File: config.mk
export PLATFORM = sky130hd
export DESIGN_NAME = addr_stress_pair
export DESIGN_NICKNAME = d
export VERILOG_FILES = /design/src/rtl/aspt_pkg.sv /design/src/rtl/aspt_addr_gen.sv /design/src/rtl/aspt_seq.sv /design/src/rtl/addr_stress_pair.sv
export SDC_FILE = /design/constraint.sdc
export NUM_CORES = 1
export LEC_CHECK = 0
export BUFFER_PORTS_ARGS = -buffer_cell sky130_fd_sc_hd__buf_4
export CAP_MARGIN = 5
export CORE_ASPECT_RATIO = 0.7
export CORE_MARGIN = 5
export CORE_UTILIZATION = 30
export DETAILED_ROUTE_END_ITERATION = 7
export PLACE_DENSITY_LB_ADDON = 0.2
export SYNTH_ARGS = -nofsm -noshare
export SYNTH_HDL_FRONTEND = slang
export SYNTH_HIERARCHICAL = 1
export SYNTH_SLANG_ARGS = --single-unit
File: constraint.sdc
create_clock -name clk -period 7.2 [get_ports clk]
set_clock_uncertainty 0.15 [all_clocks]
set_input_delay 0 -clock clk [delete_from_list [all_inputs] [get_ports clk]]
set_output_delay 0 -clock clk [all_outputs]
set_load 0.005 [all_outputs]
File: src/rtl/aspt_pkg.sv
package aspt_pkg;

  typedef enum logic [2:0] {
    ST_IDLE  = 3'd0,
    ST_SIZE  = 3'd1,
    ST_ISSUE = 3'd2,
    ST_WAIT  = 3'd3,
    ST_DONE  = 3'd4
  } aspt_state_e;

  // step index inside one iteration: bit0 picks target, bit1 marks read,
  // bit2 selects the complemented data word
  localparam int unsigned STEPS_PER_ITER = 8;
  localparam int unsigned STEP_W         = $clog2(STEPS_PER_ITER);

endpackage

File: src/rtl/aspt_addr_gen.sv
module aspt_addr_gen #(
  parameter int unsigned ADDR_W = 32
) (
  input  logic [ADDR_W-1:0] base,
  input  logic [ADDR_W-1:0] size,
  input  logic              pat_sel,
  output logic              size_ok,
  output logic [ADDR_W-1:0] tgt_one,
  output logic [ADDR_W-1:0] tgt_two
);

  localparam int unsigned NB_W = $clog2(ADDR_W + 1);
  localparam logic [ADDR_W-1:0] PAT_ALT  = {(ADDR_W/2){2'b10}};
  localparam logic [ADDR_W-1:0] PAT_ONES = '1;

  logic [ADDR_W-1:0] size_m1;
  logic [ADDR_W-1:0] word_mask;
  logic [ADDR_W-1:0] half_mask;
  logic [ADDR_W-1:0] pat;
  logic [ADDR_W-1:0] split;
  logic [NB_W-1:0]   bit_len;

  assign size_m1   = size - 1'b1;
  assign size_ok   = (size != '0) && ((size & size_m1) == '0);
  assign word_mask = size_m1 & ~ADDR_W'(3);

  always_comb begin
    bit_len = '0;
    for (int i = 0; i < ADDR_W; i++) begin
      if (size_m1[i]) bit_len = NB_W'(i + 1);
    end
  end

  assign half_mask = word_mask >> (bit_len >> 1);
  assign pat       = pat_sel ? PAT_ONES : PAT_ALT;
  // bits of the pattern agree with the half mask in one target and
  // disagree in the other, so the two halves swing oppositely
  assign split     = pat ^ half_mask;
  assign tgt_one   = base + (~split & word_mask);
  assign tgt_two   = base + (split & word_mask);

endmodule

File: src/rtl/aspt_seq.sv
module aspt_seq
  import aspt_pkg::*;
#(
  parameter int unsigned ADDR_W     = 32,
  parameter int unsigned DATA_W     = 32,
  parameter int unsigned ITER_COUNT = 1000000,
  parameter int unsigned ITER_W     = 20
) (
  input  logic              clk,
  input  logic              rst_n,
  input  logic              start,
  output logic              accept,
  input  logic              size_ok,
  input  logic [ADDR_W-1:0] tgt_one,
  input  logic [ADDR_W-1:0] tgt_two,
  output logic              pat_sel,
  output logic              req_valid,
  input  logic              req_ready,
  output logic              req_write,
  output logic [ADDR_W-1:0] req_addr,
  output logic [DATA_W-1:0] req_wdata,
  input  logic              rsp_valid,
  output logic              rsp_ready,
  input  logic [DATA_W-1:0] rsp_rdata,
  output logic              done,
  output logic              pass,
  output logic              err_size,
  output logic [ITER_W-1:0] fail_iter,
  output logic [DATA_W-1:0] fail_rd1,
  output logic [DATA_W-1:0] fail_rd2
);

  localparam logic [DATA_W-1:0] DAT_HALF = {{(DATA_W/2){1'b1}}, {(DATA_W/2){1'b0}}};
  localparam logic [DATA_W-1:0] DAT_PAIR = {{(DATA_W/4){2'b01}}, {(DATA_W/4){2'b10}}};
  localparam logic [ITER_W-1:0] ITER_LAST = ITER_W'(ITER_COUNT - 1);
  localparam logic [STEP_W-1:0] STEP_LAST = STEP_W'(STEPS_PER_ITER - 1);

  aspt_state_e       state;
  logic [STEP_W-1:0] step;
  logic [ITER_W-1:0] iter;
  logic              data_sel;
  logic [DATA_W-1:0] rd_first;
  logic [DATA_W-1:0] dat_word;

  assign accept    = start && ((state == ST_IDLE) || (state == ST_DONE));
  assign dat_word  = data_sel ? DAT_PAIR : DAT_HALF;
  assign req_valid = (state == ST_ISSUE);
  assign rsp_ready = (state == ST_WAIT);
  assign req_write = ~step[1];
  assign req_addr  = step[0] ? tgt_two : tgt_one;
  assign req_wdata = step[2] ? ~dat_word : dat_word;

  always_ff @(posedge clk or negedge rst_n) begin
    if (!rst_n) begin
      state     <= ST_IDLE;
      step      <= '0;
      iter      <= '0;
      data_sel  <= 1'b0;
      pat_sel   <= 1'b0;
      rd_first  <= '0;
      done      <= 1'b0;
      pass      <= 1'b0;
      err_size  <= 1'b0;
      fail_iter <= '0;
      fail_rd1  <= '0;
      fail_rd2  <= '0;
    end else begin
      case (state)
        ST_IDLE, ST_DONE: begin
          if (start) begin
            state     <= ST_SIZE;
            step      <= '0;
            iter      <= '0;
            data_sel  <= 1'b0;
            pat_sel   <= 1'b0;
            done      <= 1'b0;
            pass      <= 1'b0;
            err_size  <= 1'b0;
            fail_iter <= '0;
            fail_rd1  <= '0;
            fail_rd2  <= '0;
          end
        end
        ST_SIZE: begin
          if (size_ok) begin
            state <= ST_ISSUE;
          end else begin
            state    <= ST_DONE;
            done     <= 1'b1;
            err_size <= 1'b1;
          end
        end
        ST_ISSUE: begin
          if (req_ready) begin
            if (req_write) step <= step + 1'b1;
            else           state <= ST_WAIT;
          end
        end
        ST_WAIT: begin
          if (rsp_valid) begin
            if (!step[0]) begin
              rd_first <= rsp_rdata;
              step     <= step + 1'b1;
              state    <= ST_ISSUE;
            end else if (rsp_rdata != rd_first) begin
              fail_iter <= iter;
              fail_rd1  <= rd_first;
              fail_rd2  <= rsp_rdata;
              done      <= 1'b1;
              state     <= ST_DONE;
            end else if (step != STEP_LAST) begin
              step  <= step + 1'b1;
              state <= ST_ISSUE;
            end else begin
              step  <= '0;
              state <= ST_ISSUE;
              if (iter == ITER_LAST) begin
                iter <= '0;
                if (!data_sel) begin
                  data_sel <= 1'b1;
                end else begin
                  data_sel <= 1'b0;
                  if (!pat_sel) begin
                    pat_sel <= 1'b1;
                  end else begin
                    done  <= 1'b1;
                    pass  <= 1'b1;
                    state <= ST_DONE;
                  end
                end
              end else begin
                iter <= iter + 1'b1;
              end
            end
          end
        end
        default: state <= ST_IDLE;
      endcase
    end
  end

  AST_REQ_HOLD: assert property (@(posedge clk) disable iff (!rst_n)
    (req_valid && !req_ready) |=> (req_valid && $stable(req_addr) &&
                                   $stable(req_write) && $stable(req_wdata)));

  AST_ERR_QUIET: assert property (@(posedge clk) disable iff (!rst_n)
    err_size |-> (!req_valid && !pass));

  AST_DONE_QUIET: assert property (@(posedge clk) disable iff (!rst_n)
    done |-> !req_valid);

  AST_PASS_WITH_DONE: assert property (@(posedge clk) disable iff (!rst_n)
    pass |-> done);

  AST_FAIL_READS_DIFFER: assert property (@(posedge clk) disable iff (!rst_n)
    (done && !pass && !err_size) |-> (fail_rd1 != fail_rd2));

  AST_DONE_CLEARS: assert property (@(posedge clk) disable iff (!rst_n)
    (done && accept) |=> !done);

endmodule

File: src/rtl/addr_stress_pair.sv
module addr_stress_pair #(
  parameter int unsigned ADDR_W     = 32,
  parameter int unsigned DATA_W     = 32,
  parameter int unsigned ITER_COUNT = 1000000,
  parameter int unsigned ITER_W     = (ITER_COUNT > 1) ? $clog2(ITER_COUNT) : 1
) (
  input  logic              clk,
  input  logic              rst_n,
  input  logic              start,
  input  logic [ADDR_W-1:0] base_addr,
  input  logic [ADDR_W-1:0] region_size,
  output logic              req_valid,
  input  logic              req_ready,
  output logic              req_write,
  output logic [ADDR_W-1:0] req_addr,
  output logic [DATA_W-1:0] req_wdata,
  input  logic              rsp_valid,
  output logic              rsp_ready,
  input  logic [DATA_W-1:0] rsp_rdata,
  output logic              done,
  output logic              pass,
  output logic              err_size,
  output logic [ITER_W-1:0] fail_iter,
  output logic [DATA_W-1:0] fail_rd1,
  output logic [DATA_W-1:0] fail_rd2
);

  logic [ADDR_W-1:0] base_q;
  logic [ADDR_W-1:0] size_q;
  logic              accept;
  logic              size_ok;
  logic              pat_sel;
  logic [ADDR_W-1:0] tgt_one;
  logic [ADDR_W-1:0] tgt_two;

  always_ff @(posedge clk or negedge rst_n) begin
    if (!rst_n) begin
      base_q <= '0;
      size_q <= '0;
    end else if (accept) begin
      base_q <= base_addr;
      size_q <= region_size;
    end
  end

  aspt_addr_gen #(
    .ADDR_W (ADDR_W)
  ) addr_gen_i (
    .base    (base_q),
    .size    (size_q),
    .pat_sel (pat_sel),
    .size_ok (size_ok),
    .tgt_one (tgt_one),
    .tgt_two (tgt_two)
  );

  aspt_seq #(
    .ADDR_W     (ADDR_W),
    .DATA_W     (DATA_W),
    .ITER_COUNT (ITER_COUNT),
    .ITER_W     (ITER_W)
  ) seq_i (
    .clk       (clk),
    .rst_n     (rst_n),
    .start     (start),
    .accept    (accept),
    .size_ok   (size_ok),
    .tgt_one   (tgt_one),
    .tgt_two   (tgt_two),
    .pat_sel   (pat_sel),
    .req_valid (req_valid),
    .req_ready (req_ready),
    .req_write (req_write),
    .req_addr  (req_addr),
    .req_wdata (req_wdata),
    .rsp_valid (rsp_valid),
    .rsp_ready (rsp_ready),
    .rsp_rdata (rsp_rdata),
    .done      (done),
    .pass      (pass),
    .err_size  (err_size),
    .fail_iter (fail_iter),
    .fail_rd1  (fail_rd1),
    .fail_rd2  (fail_rd2)
  );

  AST_IN_REGION: assert property (@(posedge clk) disable iff (!rst_n)
    req_valid |-> ((((req_addr - base_q) & ADDR_W'(3)) == '0) &&
                   ((req_addr - base_q) < size_q)));

endmodule

==> results.toml <==
[outcome]
status = "finished with violations"
violations = "negative setup slack"

[logic_synthesis]
synthArstFlopShare_pct = 100
synth_area_leader_cell = "dfrtp_1"
yosysUniqueCellTypes = 91
yosysTopAreaCellShare_pct = 34.6
synth_edf_count = 0
yosysMostFrequentCell = "dfrtp_1"
ys_seq_area_share_pct = 34.6
yosys-top-cells-count = "dfrtp_1 (211), ha_1 (95), nand2_1 (95), nor2_1 (89), a22o_1 (84)"
ys.flop_type = "dfrtp_1"
synth-seq-cells = 211
ys_warn_count = 6
syn_area_um2 = 15300
synth_cells = 1542
syn_area_per_cell_um2 = 9.90
synthTopCellsByArea = "dfrtp_1 (35%), ha_1 (7.8%), mux2_4 (5.9%)"

[route]
first_pass_iters = 6
drc = 0
vias = 14300
routedWlPerCell_um = 19.8
drt_iter0_drc = 842
drt_wl_total_mm = 55.7
ant_nets = 0
viasPerCell = 5.11

[setup_path]
start_kind = "flop"
cp-end-kind = "output pin"
cpPeakStageDelay_ps = 470
crit_path_max_fanout = 9
critPathSlowestCell = "or4_4"
critical_path_class = "flop to output pin"
crit_path_frequent_cell = "buf_4"
crit_buf_inv = 9
crit_family = "simple AND/OR/NAND/NOR gates"
cp_data_required_time_ps = 7050
worstPathArrival_ps = 7780

[sta]
setup_viol = 21
fin_crit_ps = 7930
max_clock_freq_mhz = 126
tightestPinTransition_ps = 1220
slew_headroom_pct = 18.4
period_share_pct = 110
rsz0062_at_grt = "true"
final_hold_viol_count = 0
drv_slew = 0
fin_ws_ps = -732

[clock_tree]
clock-sinks = 211
numCtsBuffers = 25
h-tree-depth = 1
clock_path_buffers = 3
cts_tree = "built"
worstSkewPairLatency_ps = 550
clk_pin_slew_worst_paths_ps = 70
cts-root-buf = "clkbuf_16"

[floorplan]
num_rows = 69
start_util_pct = 30.2
die-area_um2 = 55600
io_pins = 255
coreArea_um2 = 50600
die_w_um = 280
die_y_um = 199

[cells_and_area]
nets = 2313
finish.utilization_pct = 44.8
postLayoutCellArea_um2 = 22700
final_layout_size_suffix_gt1_share_pct = 42.9
area_growth_pct = 48.5
final_cells = 2808

[pwr]
switching_power_mw = 2.04
ir_drop_mv = 0.174
p_leak_nw = 10.5
switching_share_pct = 36.0
internal_power_mw = 3.63
power_density_nw_per_um2 = 250
p_clk_share_pct = 23.3
pwr-share-seq_pct = 25.1
pwr-share-comb_pct = 51.6

[place]
dp.cells = 2604
place_congestion = 0.871
dpl-instance-area_um2 = 19100
io_buffers = 254
hpwlAfterDp_mm = 41.0

[global_routing]
grt_max_degree = 92
grt_overflow = 0
grt_antenna_before_repair = 2
gr-usage-met3_pct = 3.41
grt.busiest_layer = "met1"
grt_pass1_vias = 14300
grt_use_met2_pct = 27.3
grtUsageMet1_pct = 30.0
grt_util_all_layers_pct = 19.0
grt_pass1_wl_mm = 84.9

[flow_run]
maxCapViolCount = 0

[hold_path]
hold_path.class = "primary input to flop"
[final cells by class]
class,instances,area (µm²)
multi-input combinational,1185,10300
clock inverter,12,158
clock buffer,32,692
fill,4910,27900
antenna,2,5.00
inverter,50,190
timing repair buffer,642,5240
tap,674,843
sequential,211,5280
[metrics by stage]
step	worst slack (ps)	power (mW)	setup TNS [ps]	hold WS, ps
4_1_cts	-756	5.49	-8940	28.9
2_1_floorplan	41.4	2.76	0	-446
3_3_place_gp	-865	3.80	-9830	-21.4
6_report	-732	5.68	-9240	70.1
5_1_grt	-1090	6.02	-16400	58.3
3_5_place_dp	-749	3.81	-9130	-3.11
[worst paths after layout]
check	from	end	slack, ps	cells after the start
worst min-delay path	base_addr[17]	base_q[17]	70	3
max in group asynchronous	rst_n	base_q[5]	4590	4
worst min register to register	seq_i/err_size	seq_i/err_size	340	2
worst max register to register	size_q[1]	seq_i/state[2]	1960	19
min in group asynchronous	rst_n	base_q[18]	470	3
worst max-delay path	size_q[1]	req_addr[22]	-730	36
[metal layers]
metal	part of all wire [%]	vias up	routed length [µm]
li1	-	6862	-
met5	0	-	0
met4	1.5	0	855
met1	51	7042	28600
met3	5.6	55	3130
met2	41	389	23100
[power by group through the flow]
stage / sequential, mW / combinational, mW / clock, mW
final: 1.42 / 2.93 / 1.33
after global routing: 1.44 / 3.16 / 1.42
after CTS: 1.42 / 2.70 / 1.37
after detailed placement: 1.43 / 2.37 / 0
after global placement: 1.43 / 2.37 / 0
after floorplan: 1.40 / 1.36 / 0
[registers in the layout (all words and copies together) (netlist names)]
name             cells
base_q              32
seq_i/fail_rd1      32
seq_i/fail_rd2      32
seq_i/rd_first      32
size_q              32
seq_i/fail_iter     20
seq_i/iter          20
seq_i/state          3
seq_i/step           3
seq_i/data_sel       1
seq_i/done           1
seq_i/err_size       1
seq_i/pass           1
seq_i/pat_sel        1
[repair_timing]
item | CTS | global route
pin swaps | 52 | 58
buffers inserted | 37 | 22
gates cloned | 1 | 0
endpoints found under the hold margin | 243 | 0
hold buffers | 104 | 0
resized for setup | 163 | 103
endpoints found under the setup margin | 26 | 25
[worst reg2reg max path: cells and delay by family, from the launching register on]
kind / cells / cell delay [ps]
DFF: 1 / 410
adders and majority gates: 2 / 320
AOI/OAI and AO/OA: 4 / 1000
and+or+nand+nor: 10 / 2450
buffers and inverters: 3 / 790
[logic make-up after synthesis]
family,count (synthesis),share of synthesized area [%]
and+or+nand+nor,450,15.3
AOI/OAI and AO/OA,396,18.8
DFF,211,34.6
buffers and inverters,153,5.76
muxes,150,12.7
adders and majority gates,97,8.05
xor gates and xnor gates,84,4.82
other,1,0.0246
[placed cells by master, fill, tap and decap left out, types with 26 or more instances in the layout]
| cell type | n |
|---|---|
| a21oi_1 | 49 |
| xnor2_1 | 35 |
| nor3_1 | 37 |
| inv_1 | 47 |
| dlygate4sd3_1 | 104 |
| mux2_4 | 76 |
| dfrtp_1 | 209 |
| nor2_1 | 80 |
| buf_6 | 26 |
| nand3_1 | 35 |
| ha_1 | 80 |
| buf_4 | 506 |
| mux2_2 | 54 |
| nand2_1 | 82 |
| xor2_1 | 46 |
| a22o_1 | 83 |
| o21ai_0 | 43 |
Note: power is estimated with default switching activity, not from simulation.
